### src/rtl/burst_colseq_pkg.sv
package burst_colseq_pkg;

  localparam int LAT_W = 4;

  typedef enum logic [1:0] {
    BLM_FIX8 = 2'b00,
    BLM_OTF  = 2'b01,
    BLM_FIX4 = 2'b10,
    BLM_RSVD = 2'b11
  } blmode_e;

  typedef struct packed {
    logic [2:0] hi_zero;
    logic [2:0] wr_code;
    logic [3:0] cl_code;
    logic       ilv;
    logic [1:0] bl;
  } mr_fields_t;

  // latency code = {A6,A5,A4,A2}
  function automatic logic cl_ok(input logic [3:0] code);
    if (!code[0]) return (code[3:1] != 3'd0);
    return (code[3:1] <= 3'd2);
  endfunction

  function automatic logic [LAT_W-1:0] cl_cycles(input logic [3:0] code);
    if (!code[0]) return LAT_W'(4) + LAT_W'(code[3:1]);
    return LAT_W'(12) + LAT_W'(code[3:1]);
  endfunction

  function automatic logic wr_ok(input logic [2:0] code);
    return (code != 3'd0);
  endfunction

  function automatic logic [LAT_W-1:0] wr_cycles(input logic [2:0] code);
    if (code <= 3'd4) return LAT_W'(4) + LAT_W'(code);
    return LAT_W'({code, 1'b0});
  endfunction

  function automatic logic len8_of(input blmode_e m, input logic otf_bit);
    return (m == BLM_FIX8) || ((m == BLM_OTF) && otf_bit);
  endfunction

endpackage

### src/rtl/colseq_cmd_dec.sv
module colseq_cmd_dec #(
  parameter int BANK_W = 3
) (
  input  logic              cmd_vld,
  input  logic              sel_n,
  input  logic              row_strobe_n,
  input  logic              col_strobe_n,
  input  logic              wr_en_n,
  input  logic [BANK_W-1:0] bank_sel,
  output logic              mrs0_hit,
  output logic              rd_hit,
  output logic              wr_hit
);

  logic live;
  logic col_cmd;

  assign live     = cmd_vld & ~sel_n;
  assign mrs0_hit = live & ~row_strobe_n & ~col_strobe_n & ~wr_en_n & (bank_sel == '0);
  assign col_cmd  = live & row_strobe_n & ~col_strobe_n;
  assign rd_hit   = col_cmd & wr_en_n;
  assign wr_hit   = col_cmd & ~wr_en_n;

endmodule

### src/rtl/colseq_modereg.sv
module colseq_modereg
  import burst_colseq_pkg::*;
(
  input  logic             clk,
  input  logic             rst_n,
  input  logic             mrs0_hit,
  input  mr_fields_t       fld,
  output blmode_e          blmode,
  output logic             ilv,
  output logic [LAT_W-1:0] cas_lat,
  output logic [LAT_W-1:0] wr_rec,
  output logic             cfg_err,
  output logic             mrs_reject
);

  logic mrs_ok;
  logic mrs_take;

  assign mrs_ok     = (fld.bl != BLM_RSVD) && cl_ok(fld.cl_code) &&
                      wr_ok(fld.wr_code) && (fld.hi_zero == 3'b000);
  assign mrs_take   = mrs0_hit & mrs_ok;
  assign mrs_reject = mrs0_hit & ~mrs_ok;

  always_ff @(posedge clk or negedge rst_n) begin
    if (!rst_n) begin
      blmode  <= BLM_FIX8;
      ilv     <= 1'b0;
      cas_lat <= LAT_W'(5);
      wr_rec  <= LAT_W'(5);
      cfg_err <= 1'b0;
    end else begin
      if (mrs_take) begin
        blmode  <= blmode_e'(fld.bl);
        ilv     <= fld.ilv;
        cas_lat <= cl_cycles(fld.cl_code);
        wr_rec  <= wr_cycles(fld.wr_code);
        cfg_err <= 1'b0;
      end else if (mrs_reject) begin
        cfg_err <= 1'b1;
      end
    end
  end

  AST_BAD_MRS_HOLDS: assert property (@(posedge clk) disable iff (!rst_n)
    mrs_reject |=> ($stable(cas_lat) && $stable(wr_rec) && $stable(blmode) && $stable(ilv)));
  AST_BAD_MRS_FLAGS: assert property (@(posedge clk) disable iff (!rst_n)
    mrs_reject |=> cfg_err);
  AST_BL_NO_RSVD: assert property (@(posedge clk) disable iff (!rst_n)
    blmode != BLM_RSVD);
  AST_CL_RANGE: assert property (@(posedge clk) disable iff (!rst_n)
    (cas_lat >= LAT_W'(5)) && (cas_lat <= LAT_W'(14)));
  AST_WR_RANGE: assert property (@(posedge clk) disable iff (!rst_n)
    (wr_rec >= LAT_W'(5)) && (wr_rec <= LAT_W'(14)) && ((wr_rec <= LAT_W'(8)) || !wr_rec[0]));
  AST_NO_MRS_STABLE: assert property (@(posedge clk) disable iff (!rst_n)
    !mrs0_hit |=> ($stable(cas_lat) && $stable(wr_rec) && $stable(cfg_err)));

endmodule

### src/rtl/colseq_order.sv
module colseq_order #(
  parameter int IDX_W = 3
) (
  input  logic [IDX_W-1:0] start_low,
  input  logic [IDX_W-1:0] idx,
  input  logic             len8,
  input  logic             ilv,
  output logic [IDX_W-1:0] low_out
);

  localparam int HALF_W = IDX_W - 1;

  logic [IDX_W-1:0]  seq_full;
  logic [HALF_W-1:0] seq_half;
  logic [IDX_W-1:0]  seq_val;
  logic [IDX_W-1:0]  ilv_val;

  assign seq_full = start_low + idx;
  assign seq_half = start_low[HALF_W-1:0] + idx[HALF_W-1:0];

  // per-bit choice: top bit wraps only for 8-beat bursts
  for (genvar b = 0; b < IDX_W; b++) begin : g_bit
    if (b == IDX_W - 1) begin : g_top
      assign seq_val[b] = len8 ? seq_full[b] : start_low[b];
      assign ilv_val[b] = len8 ? (start_low[b] ^ idx[b]) : start_low[b];
    end else begin : g_low
      assign seq_val[b] = len8 ? seq_full[b] : seq_half[b];
      assign ilv_val[b] = start_low[b] ^ idx[b];
    end
  end

  assign low_out = ilv ? ilv_val : seq_val;

endmodule

### src/rtl/colseq_beat_ctrl.sv
module colseq_beat_ctrl
  import burst_colseq_pkg::*;
#(
  parameter int COL_W = 10
) (
  input  logic             clk,
  input  logic             rst_n,
  input  logic             rd_hit,
  input  logic             wr_hit,
  input  logic [COL_W-1:0] col_in,
  input  logic             otf_bit,
  input  blmode_e          blmode,
  input  logic             ilv,
  output logic [COL_W-1:0] beat_col,
  output logic             beat_vld,
  output logic             beat_last,
  output logic [3:0]       burst_len,
  output logic             col_start
);

  localparam int IDX_W = 3;

  logic             active;
  logic [IDX_W-1:0] idx;
  logic [COL_W-1:0] start_q;
  logic             len8_q;
  logic             ilv_q;
  logic [COL_W-1:0] start_d;
  logic [IDX_W-1:0] low_col;
  logic [3:0]       run_cnt;

  assign col_start = (rd_hit | wr_hit) & ~active;
  assign start_d   = wr_hit ? {col_in[COL_W-1:2], 2'b00} : col_in;

  always_ff @(posedge clk or negedge rst_n) begin
    if (!rst_n) begin
      active  <= 1'b0;
      idx     <= '0;
      start_q <= '0;
      len8_q  <= 1'b1;
      ilv_q   <= 1'b0;
    end else if (col_start) begin
      active  <= 1'b1;
      idx     <= '0;
      start_q <= start_d;
      len8_q  <= len8_of(blmode, otf_bit);
      ilv_q   <= ilv;
    end else if (active) begin
      if (beat_last) active <= 1'b0;
      idx <= idx + 1'b1;
    end
  end

  colseq_order #(.IDX_W(IDX_W)) u_order (
    .start_low (start_q[IDX_W-1:0]),
    .idx       (idx),
    .len8      (len8_q),
    .ilv       (ilv_q),
    .low_out   (low_col)
  );

  assign beat_col  = {start_q[COL_W-1:IDX_W], low_col};
  assign beat_vld  = active;
  assign beat_last = active & (idx == (len8_q ? 3'd7 : 3'd3));
  assign burst_len = len8_q ? 4'd8 : 4'd4;

  // independent run-length counter for the checks below
  always_ff @(posedge clk or negedge rst_n) begin
    if (!rst_n) run_cnt <= '0;
    else        run_cnt <= beat_vld ? run_cnt + 1'b1 : 4'd0;
  end

  AST_LAST_IN_BURST: assert property (@(posedge clk) disable iff (!rst_n)
    beat_last |-> beat_vld);
  AST_RUN_LENGTH: assert property (@(posedge clk) disable iff (!rst_n)
    beat_last |-> (run_cnt + 4'd1 == burst_len));
  AST_GAP_AFTER_LAST: assert property (@(posedge clk) disable iff (!rst_n)
    beat_last |=> !beat_vld);
  AST_UPPER_STABLE: assert property (@(posedge clk) disable iff (!rst_n)
    (beat_vld && !beat_last) |=> (beat_col[COL_W-1:3] == $past(beat_col[COL_W-1:3])));
  AST_WRITE_ALIGNED: assert property (@(posedge clk) disable iff (!rst_n)
    (col_start && wr_hit) |=> (beat_col[1:0] == 2'b00));
  AST_BUSY_HOLDS_LEN: assert property (@(posedge clk) disable iff (!rst_n)
    (beat_vld && !beat_last) |=> ($stable(burst_len) && beat_vld));
  AST_LEN_LEGAL: assert property (@(posedge clk) disable iff (!rst_n)
    (burst_len == 4'd4) || (burst_len == 4'd8));

endmodule

### src/rtl/burst_colseq.sv
module burst_colseq
  import burst_colseq_pkg::*;
#(
  parameter int BANK_W = 3,
  parameter int ADDR_W = 16,
  parameter int COL_W  = 10
) (
  input  logic              clk,
  input  logic              rst_n,
  input  logic              cmd_vld,
  input  logic              sel_n,
  input  logic              row_strobe_n,
  input  logic              col_strobe_n,
  input  logic              wr_en_n,
  input  logic [BANK_W-1:0] bank_sel,
  input  logic [ADDR_W-1:0] cmd_addr,
  output logic [COL_W-1:0]  beat_col,
  output logic              beat_vld,
  output logic              beat_last,
  output logic [3:0]        burst_len,
  output logic [LAT_W-1:0]  cas_lat,
  output logic [LAT_W-1:0]  wr_rec,
  output logic              cfg_err
);

  localparam int OTF_BIT = 12;

  logic       mrs0_hit;
  logic       rd_hit;
  logic       wr_hit;
  logic       mrs_reject;
  logic       col_start;
  logic       ilv;
  blmode_e    blmode;
  mr_fields_t fld;

  assign fld.hi_zero = cmd_addr[15:13];
  assign fld.wr_code = cmd_addr[11:9];
  assign fld.cl_code = {cmd_addr[6:4], cmd_addr[2]};
  assign fld.ilv     = cmd_addr[3];
  assign fld.bl      = cmd_addr[1:0];

  colseq_cmd_dec #(.BANK_W(BANK_W)) u_dec (
    .cmd_vld      (cmd_vld),
    .sel_n        (sel_n),
    .row_strobe_n (row_strobe_n),
    .col_strobe_n (col_strobe_n),
    .wr_en_n      (wr_en_n),
    .bank_sel     (bank_sel),
    .mrs0_hit     (mrs0_hit),
    .rd_hit       (rd_hit),
    .wr_hit       (wr_hit)
  );

  colseq_modereg u_mr (
    .clk        (clk),
    .rst_n      (rst_n),
    .mrs0_hit   (mrs0_hit),
    .fld        (fld),
    .blmode     (blmode),
    .ilv        (ilv),
    .cas_lat    (cas_lat),
    .wr_rec     (wr_rec),
    .cfg_err    (cfg_err),
    .mrs_reject (mrs_reject)
  );

  colseq_beat_ctrl #(.COL_W(COL_W)) u_beat (
    .clk       (clk),
    .rst_n     (rst_n),
    .rd_hit    (rd_hit),
    .wr_hit    (wr_hit),
    .col_in    (cmd_addr[COL_W-1:0]),
    .otf_bit   (cmd_addr[OTF_BIT]),
    .blmode    (blmode),
    .ilv       (ilv),
    .beat_col  (beat_col),
    .beat_vld  (beat_vld),
    .beat_last (beat_last),
    .burst_len (burst_len),
    .col_start (col_start)
  );

  AST_MRS_NOT_COLUMN: assert property (@(posedge clk) disable iff (!rst_n)
    !(mrs0_hit && (rd_hit || wr_hit)));
  AST_REJECT_IS_MRS: assert property (@(posedge clk) disable iff (!rst_n)
    mrs_reject |-> mrs0_hit);
  AST_START_IDLE: assert property (@(posedge clk) disable iff (!rst_n)
    col_start |=> (beat_vld && !$past(beat_vld)));

endmodule

### config.mk
export PLATFORM = sky130hd
export DESIGN_NAME = burst_colseq
export DESIGN_NICKNAME = d
export VERILOG_FILES = /design/src/rtl/burst_colseq_pkg.sv /design/src/rtl/colseq_cmd_dec.sv /design/src/rtl/colseq_modereg.sv /design/src/rtl/colseq_order.sv /design/src/rtl/colseq_beat_ctrl.sv /design/src/rtl/burst_colseq.sv
export SDC_FILE = /design/constraint.sdc
export NUM_CORES = 1
export LEC_CHECK = 0
export ABC_AREA = 0
export BUFFER_PORTS_ARGS = -buffer_cell sky130_fd_sc_hd__buf_2
export CAP_MARGIN = 20
export CORE_MARGIN = 2
export CORE_UTILIZATION = 50
export DETAILED_ROUTE_END_ITERATION = 8
export PLACE_DENSITY = 0.85
export SLEW_MARGIN = 25
export SYNTH_ARGS = -nofsm -noshare
export SYNTH_HDL_FRONTEND = slang
export SYNTH_SLANG_ARGS = --single-unit
### constraint.sdc
create_clock -name clk -period 3.73 [get_ports clk]
set_clock_uncertainty 0.15 [all_clocks]
set_input_delay 0.373 -clock clk [delete_from_list [all_inputs] [get_ports clk]]
set_output_delay 0.373 -clock clk [all_outputs]
set_load 0.05 [all_outputs]
==> metrics.csv, run 1 <==
metric;value;unit
cp.required;3.21;ns
syn_area;0.00139;sq mm
drive_gt1_frac;0.407;
layout_common_cells;48 x buf_2, 31 x nand2_1, 23 x dfrtp_1;
syn_to_final_growth;18.6;%
drt-total-wl;2790;um
synth_warnings;0;
ctsResizeCount;0;
gp_congestion;0.756;
worstMarginPinSlew;0.855;ns
critPathLaunchType;flop;
dieArea;0.00322;sq mm
grt_max_degree;29;
path_class;reg -> out;
num_antenna_cells;0;
cp_max_fo;3;
vdd.ir_drop.worst;0.435;mV
drc;0;
netlist_instances;130;
io_buffers;48;
yosysTopAreaCellShare;0.413;
hold_viol_final;0;
dr.pass1.iters;4;
post-cts-setup-buffer-count;0;
powerDensity;780;mW/mm^2
wl_per_cell;13.7;um
hpwl;2190;um
num_rows;19;
cts_root_buf;clkbuf_4;
worstPathArrival;2.22;ns
synthFlopType;dfrtp_1;
syn_area_per_cell;10.7;sq um
grt_pass1_wl;4610;um
ys_types;30;
relSlewSlack;0.429;
synth-seq-area-share;0.508;
ys_ff_latch;28;
chipWidth;56.8;um
tritoncts;done;
overflow;0;
post-route-period-util;0.735;
cts-buffers-inserted;3;
rsz0062_at_grt;false;
vias;1044;
final_nets;203;
layout_min_cycle_time;2.74;ns
multi_input_area;569;sq um
cts_max_path_buffers;2;
final_common_cell;buf_2;
ios;51;
outcome;finished clean;
fmax;0.365;GHz
cap_violations;0;
final_core_util;0.609;
power.leakage;0.926;nW
ff_latch_area;707;sq um
die_height;56.8;um
clk_pin_slew_worst_paths;0.16;ns
hp-class;in -> reg;
drt-vias-per-instance;5.14;
grt_usage;0.187;
setup_violations;0;
detail-route-antenna-nets;0;
n_fill_cell;242;
drt-initial-drc-count;13;
cts.htree.levels;1;
clk_latency;0.34;ns
ctsHoldBuffers;1;
synth.area.top_cells;dfrtp_1 41%, dfstp_2 9.4%, mux2_4 8.6%;
ys_async_sr_fraction;1.00;
setup_ws;0.988;ns
antenna_found_initial;0;
grt_pass1_vias;1035;
drv_slew;0;
cts.sinks;28;
end_kind;output pin;
synth_edf_count;0;
initial_core_util;0.514;
yosysTopAreaCell;dfrtp_1;
place_ws;1.21;ns
core_area;0.00271;sq mm
fin_tns_setup;0;ns
==> per-stage QoR <==
| stage | hold slack, ns | instance area, sq um | cells | total power [mW] |
|---|---|---|---|---|
| after floorplan | -0.0726 | 1400 | 131 | 1.02 |
| after global placement | 0.260 | 1590 | 198 | 1.07 |
| after detailed placement | 0.275 | 1590 | 198 | 1.10 |
| after CTS | 0.0511 | 1650 | 203 | 1.30 |
| after global routing | 0.0715 | 1650 | 203 | 1.36 |
| final | 0.0508 | 1650 | 203 | 1.29 |
==> power by group <==
part	switching [mW]	internal, mW
combinational	0.471	0.163
sequential	0.0638	0.390
clock	0.0922	0.109
==> area by class of cell <==
type	instances	share of cell area
Multi-Input combinational cell	83	0.345
Clock inverter	1	0.0182
Inverter	7	0.0159
Sequential cell	28	0.428
Timing Repair Buffer	50	0.156
Clock buffer	3	0.0136
Tap cell	31	0.0235
==> logic make-up after synthesis <==
| group | share of synthesized area |
|---|---|
| buffers and inverters | 0.0863 |
| adder cells (fa/ha/maj) | 0.0413 |
| AND/OR/NAND/NOR | 0.148 |
| multiplexers | 0.126 |
| AO/OA/AOI/OAI | 0.0629 |
| other | 0.00269 |
| XOR/XNOR | 0.0252 |
| flip-flops | 0.508 |
==> cell usage after synthesis (all sizes together) (2+ instances only) <==
| library cell | instances |
|---|---|
| a22o | 2 |
| buf | 11 |
| inv | 7 |
| nor2b | 2 |
| a21oi | 3 |
| nor2 | 4 |
| dfrtp | 23 |
| ha | 3 |
| mux2 | 12 |
| dfstp | 5 |
| o21ai | 6 |
| xor2 | 3 |
| nand2 | 31 |
| nand2b | 2 |
| nor4 | 2 |
| clkbuf | 2 |
==> registers in the layout, indices dropped and copies added (netlist names), 2 cells and up <==
signal and flops:
u_beat.start_q 10, u_mr.wr_rec 4, u_mr.cas_lat 4, u_beat.idx 3, u_mr.blmode 2
==> path summary, 6_finish.rpt <==
check / startpoint / to / slack (ns) / cells after the start
max: u_beat.idx[0]$_DFFE_PN0P_ / beat_col[2] / 0.99 / 7
min: cmd_addr[7] / u_beat.start_q[7]$_DFFE_PN0N_ / 0.05 / 3
max reg2reg: u_beat.beat_vld$_DFF_PN0_ / u_beat.len8_q$_DFFE_PN1N_ / 2.23 / 3
min reg2reg: u_beat.start_q[8]$_DFFE_PN0N_ / u_beat.start_q[8]$_DFFE_PN0N_ / 0.34 / 2
max in group asynchronous: rst_n / u_beat.beat_vld$_DFF_PN0_ / 2.61 / 2
min in group asynchronous: rst_n / u_beat.start_q[9]$_DFFE_PN0N_ / 0.41 / 2
==> critical path, stage by stage, from the launching register on <==
cell	delay [ns]
dfrtp_1	0.41
ha_1	0.16
inv_1	0.05
fa_1	0.37
or3_1	0.31
a21oi_1	0.18
xor2_1	0.14
buf_2	0.27
==> routing by layer <==
metal | up-vias | track usage | wire length (um)
met5 | - | 0 | 0
met1 | 494 | 0.229 | 1170
li1 | 502 | - | -
met4 | 0 | 0.0930 | 71
met3 | 7 | 0.0369 | 175
met2 | 41 | 0.312 | 1370
Power figures use the tool's default switching activity.
==> run 2, diff against run 1 <==
--- a/config.mk
+++ b/config.mk
@@ -5,13 +5,13 @@
 export SDC_FILE = /design/constraint.sdc
 export NUM_CORES = 1
 export LEC_CHECK = 0
-export ABC_AREA = 0
+export ABC_AREA = 1
 export BUFFER_PORTS_ARGS = -buffer_cell sky130_fd_sc_hd__buf_2
 export CAP_MARGIN = 20
 export CORE_MARGIN = 2
-export CORE_UTILIZATION = 50
+export CORE_UTILIZATION = 45
 export DETAILED_ROUTE_END_ITERATION = 8
-export PLACE_DENSITY = 0.85
+export PLACE_DENSITY = 0.8
 export SLEW_MARGIN = 25
 export SYNTH_ARGS = -nofsm -noshare
 export SYNTH_HDL_FRONTEND = slang
==> constraint.sdc (replaced) <==
create_clock -name clk -period 2.35 [get_ports clk]
set_clock_uncertainty 0.15 [all_clocks]
set_input_delay 0.235 -clock clk [delete_from_list [all_inputs] [get_ports clk]]
set_output_delay 0.235 -clock clk [all_outputs]
set_load 0.05 [all_outputs]
==> metrics.csv, run 2 <==
metric;value;unit;change
syn_area_per_cell;8.91;sq um;-17%
critPathLaunchType;flop;;
grt_pass1_vias;1139;;+10%
hold_viol_final;0;;unchanged
grt_pass1_wl;4700;um;+1.9%
hpwl;2030;um;-7.5%
ys_async_sr_fraction;1.00;;unchanged
ys_ff_latch;28;;unchanged
tritoncts;done;;
synthFlopType;dfrtp_1;;
outcome;finished clean;;
num_rows;20;;+1
die_height;61.8;um;+8.9%
synth-seq-area-share;0.470;;-0.0380
synth_warnings;0;;unchanged
worstPathBufferInverterCount;2;;unchanged
p_switching;1.06;mW;+69%
drc;0;;unchanged
synth_compound_area_frac;0.114;;+0.0510
synth.area.mux_share;0;;-0.126
slowest_delay;0.39;ns;-0.02 ns
synth_top_family_by_area;simple AND/OR/NAND/NOR gates;;
num_antenna_cells;0;;unchanged
fmax;0.442;GHz;
netlist_instances;169;;+30%
ys_types;27;;-10%
drv_slew;0;;unchanged
overflow;0;;unchanged
end_kind;output pin;;
synthXorXnorAreaFrac;0.0116;;-0.0135
detail-route-antenna-nets;0;;unchanged
cp_max_fo;2;;-1
io_buffers;48;;unchanged
cp_cell_sequence;ha_1, inv_1, fa_2, o21ai_1, nand3_1, xnor2_2, buf_6;;
synth_edf_count;0;;unchanged
vdd.ir_drop.worst;0.650;mV;+49%
ios;51;;unchanged
clk_latency;0.32;ns;-0.02 ns
dieArea;0.00382;sq mm;+19%
p_clk_frac;0.144;;-0.012
synth.area.top_cells;dfrtp_1 38%, nand2_1 10%, dfstp_2 8.7%;;
synth_common_cells;40 x nand2_1, 23 x dfrtp_1, 20 x inv_1;;
drive_gt1_frac;0.408;;+0.00128
cts_root_buf;clkbuf_4;;
fin_tns_setup;0;ns;unchanged
powerDensity;1170;mW/mm^2;+50%
setup_violations;0;;unchanged
cp.required;1.97;ns;-1.24 ns
sw_frac_of_total;0.487;;+0.000789
path_delay_family;adder cells;;
worstPathArrival;1.88;ns;-0.34 ns
holdWs;0.0107;ns;-0.0401 ns
cts_max_path_buffers;2;;unchanged
post-route-period-util;0.962;;
clk_pin_slew_worst_paths;0.15;ns;about the same
relSlewSlack;0.588;;+0.159
grt_max_degree;29;;unchanged
total_power;2.17;mW;+69%
hp-class;in -> reg;;
cts-buffers-inserted;3;;unchanged
core_area;0.00313;sq mm;+15%
cts.sinks;28;;unchanged
final_core_util;0.594;;-0.0158
reg_top3;u_beat.start_q x10, u_mr.cas_lat x4, u_mr.wr_rec x4;;
power.sequential.fraction;0.330;;-0.022
yosysTopAreaCellShare;0.382;;-0.0309
chipWidth;61.8;um;+8.9%
worstMarginPinSlew;0.618;ns;-0.237 ns
syn_area;0.00151;sq mm;+8.1%
rsz0062_at_grt;true;;
cts.htree.levels;1;;unchanged
pwr-share-comb;0.526;;+0.034
drt-initial-drc-count;24;;+11
grt_usage;0.166;;-0.0211
p_int;1.11;mW;+68%
yosys.area_share.adder;0.0382;;-0.00309
cap_violations;0;;unchanged
final_nets;249;;+23%
power.leakage;0.998;nW;+7.8%
gp_congestion;0.773;;+2.2%
syn_to_final_growth;23.4;%;
yosysTopAreaCell;dfrtp_1;;
layout_min_cycle_time;2.26;ns;
top_register;u_beat.start_q;;
yosys.area_share.simple;0.234;;+0.0862
wl_per_cell;10.4;um;-24%
path_class;reg -> out;;
drt-total-wl;2740;um;-1.9%
final_common_cell;buf_2;;
initial_core_util;0.481;;-0.0327
vias;1192;;+14%
drt-vias-per-instance;4.55;;-12%
antenna_found_initial;0;;unchanged
yosysMostFrequentCell;nand2_1;;
layout_common_cells;47 x buf_2, 40 x nand2_1, 23 x dfrtp_1;;
dr.pass1.iters;5;;+1
crit_path_top_delay_cell;dfrtp_1;;
largest_reg_flops;10;;unchanged
run 2: path summary, 6_finish.rpt:
check	from	to	slack [ns]	cells past startpoint
max reg2reg	u_beat.beat_vld$_DFF_PN0_	u_beat.len8_q$_DFFE_PN1N_	0.96	3
min reg2reg	u_mr.blmode[1]$_DFFE_PN0P_	u_beat.len8_q$_DFFE_PN1N_	0.28	1
min in group asynchronous	rst_n	u_beat.start_q[0]$_DFFE_PN0N_	0.30	2
min	wr_en_n	u_beat.start_q[0]$_DFFE_PN0N_	0.01	3
max	u_beat.idx[0]$_DFFE_PN0P_	beat_col[2]	0.09	7
max in group asynchronous	rst_n	u_mr.wr_rec[1]$_DFFE_PN0P_	1.35	2
run 2: area by class of cell:
| class | instances | area [sq um] |
|---|---|---|
| fill | 284 | 1270 |
| sequential | 28 | 707 |
| multi-input combinational | 106 | 622 |
| timing repair buffer | 57 | 334 |
| inverter | 23 | 86.3 |
| tap | 44 | 55.1 |
| clock inverter | 1 | 30.0 |
| clock buffer | 3 | 22.5 |
run 2: power groups by stage:
| stage | Sequential, mW | Combinational, mW | Clock [mW] |
|---|---|---|---|
| 2_1_floorplan | 0.757 | 0.931 | 0 |
| 3_3_place_gp | 0.727 | 1.07 | 0 |
| 3_5_place_dp | 0.732 | 1.08 | 0 |
| 4_1_cts | 0.718 | 1.12 | 0.322 |
| 5_1_grt | 0.739 | 1.23 | 0.345 |
| 6_report | 0.717 | 1.14 | 0.314 |
run 2: repair_timing:
action                     CTS  global route
setup endpoints to repair    1             1
hold endpoints to repair    29             1
resized for setup            1             3
setup buffers                1             0
hold buffers                 7             1
pin swaps                    0             2
run 2: routing by layer:
metal / global-route usage / part of all wire
met4: 0.0456 / 0.0037
met1: 0.215 / 0.49
met3: 0.0207 / 0.045
met2: 0.292 / 0.46
met5: 0 / 0
run 2: cell families after synthesis:
logic type / after synthesis
XOR/XNOR: 2
AO/OA/AOI/OAI: 24
other: 1
flip-flops: 28
adder cells (fa/ha/maj): 4
AND/OR/NAND/NOR: 74
buffers and inverters: 36
run 2: per-stage QoR:
step           setup slack (ns)  cells  cell area (sq um)
2_1_floorplan             0.216    170               1520
3_3_place_gp              0.333    249               1710
3_5_place_dp              0.286    249               1710
4_1_cts                  0.0184    261               1840
5_1_grt                -0.00579    262               1860
6_report                 0.0883    262               1860
run 2: tightest hold or removal path, cell delays in order:
cell and delay [ns]:
buf_2 0.11, nand3_1 0.08, nand2_1 0.05
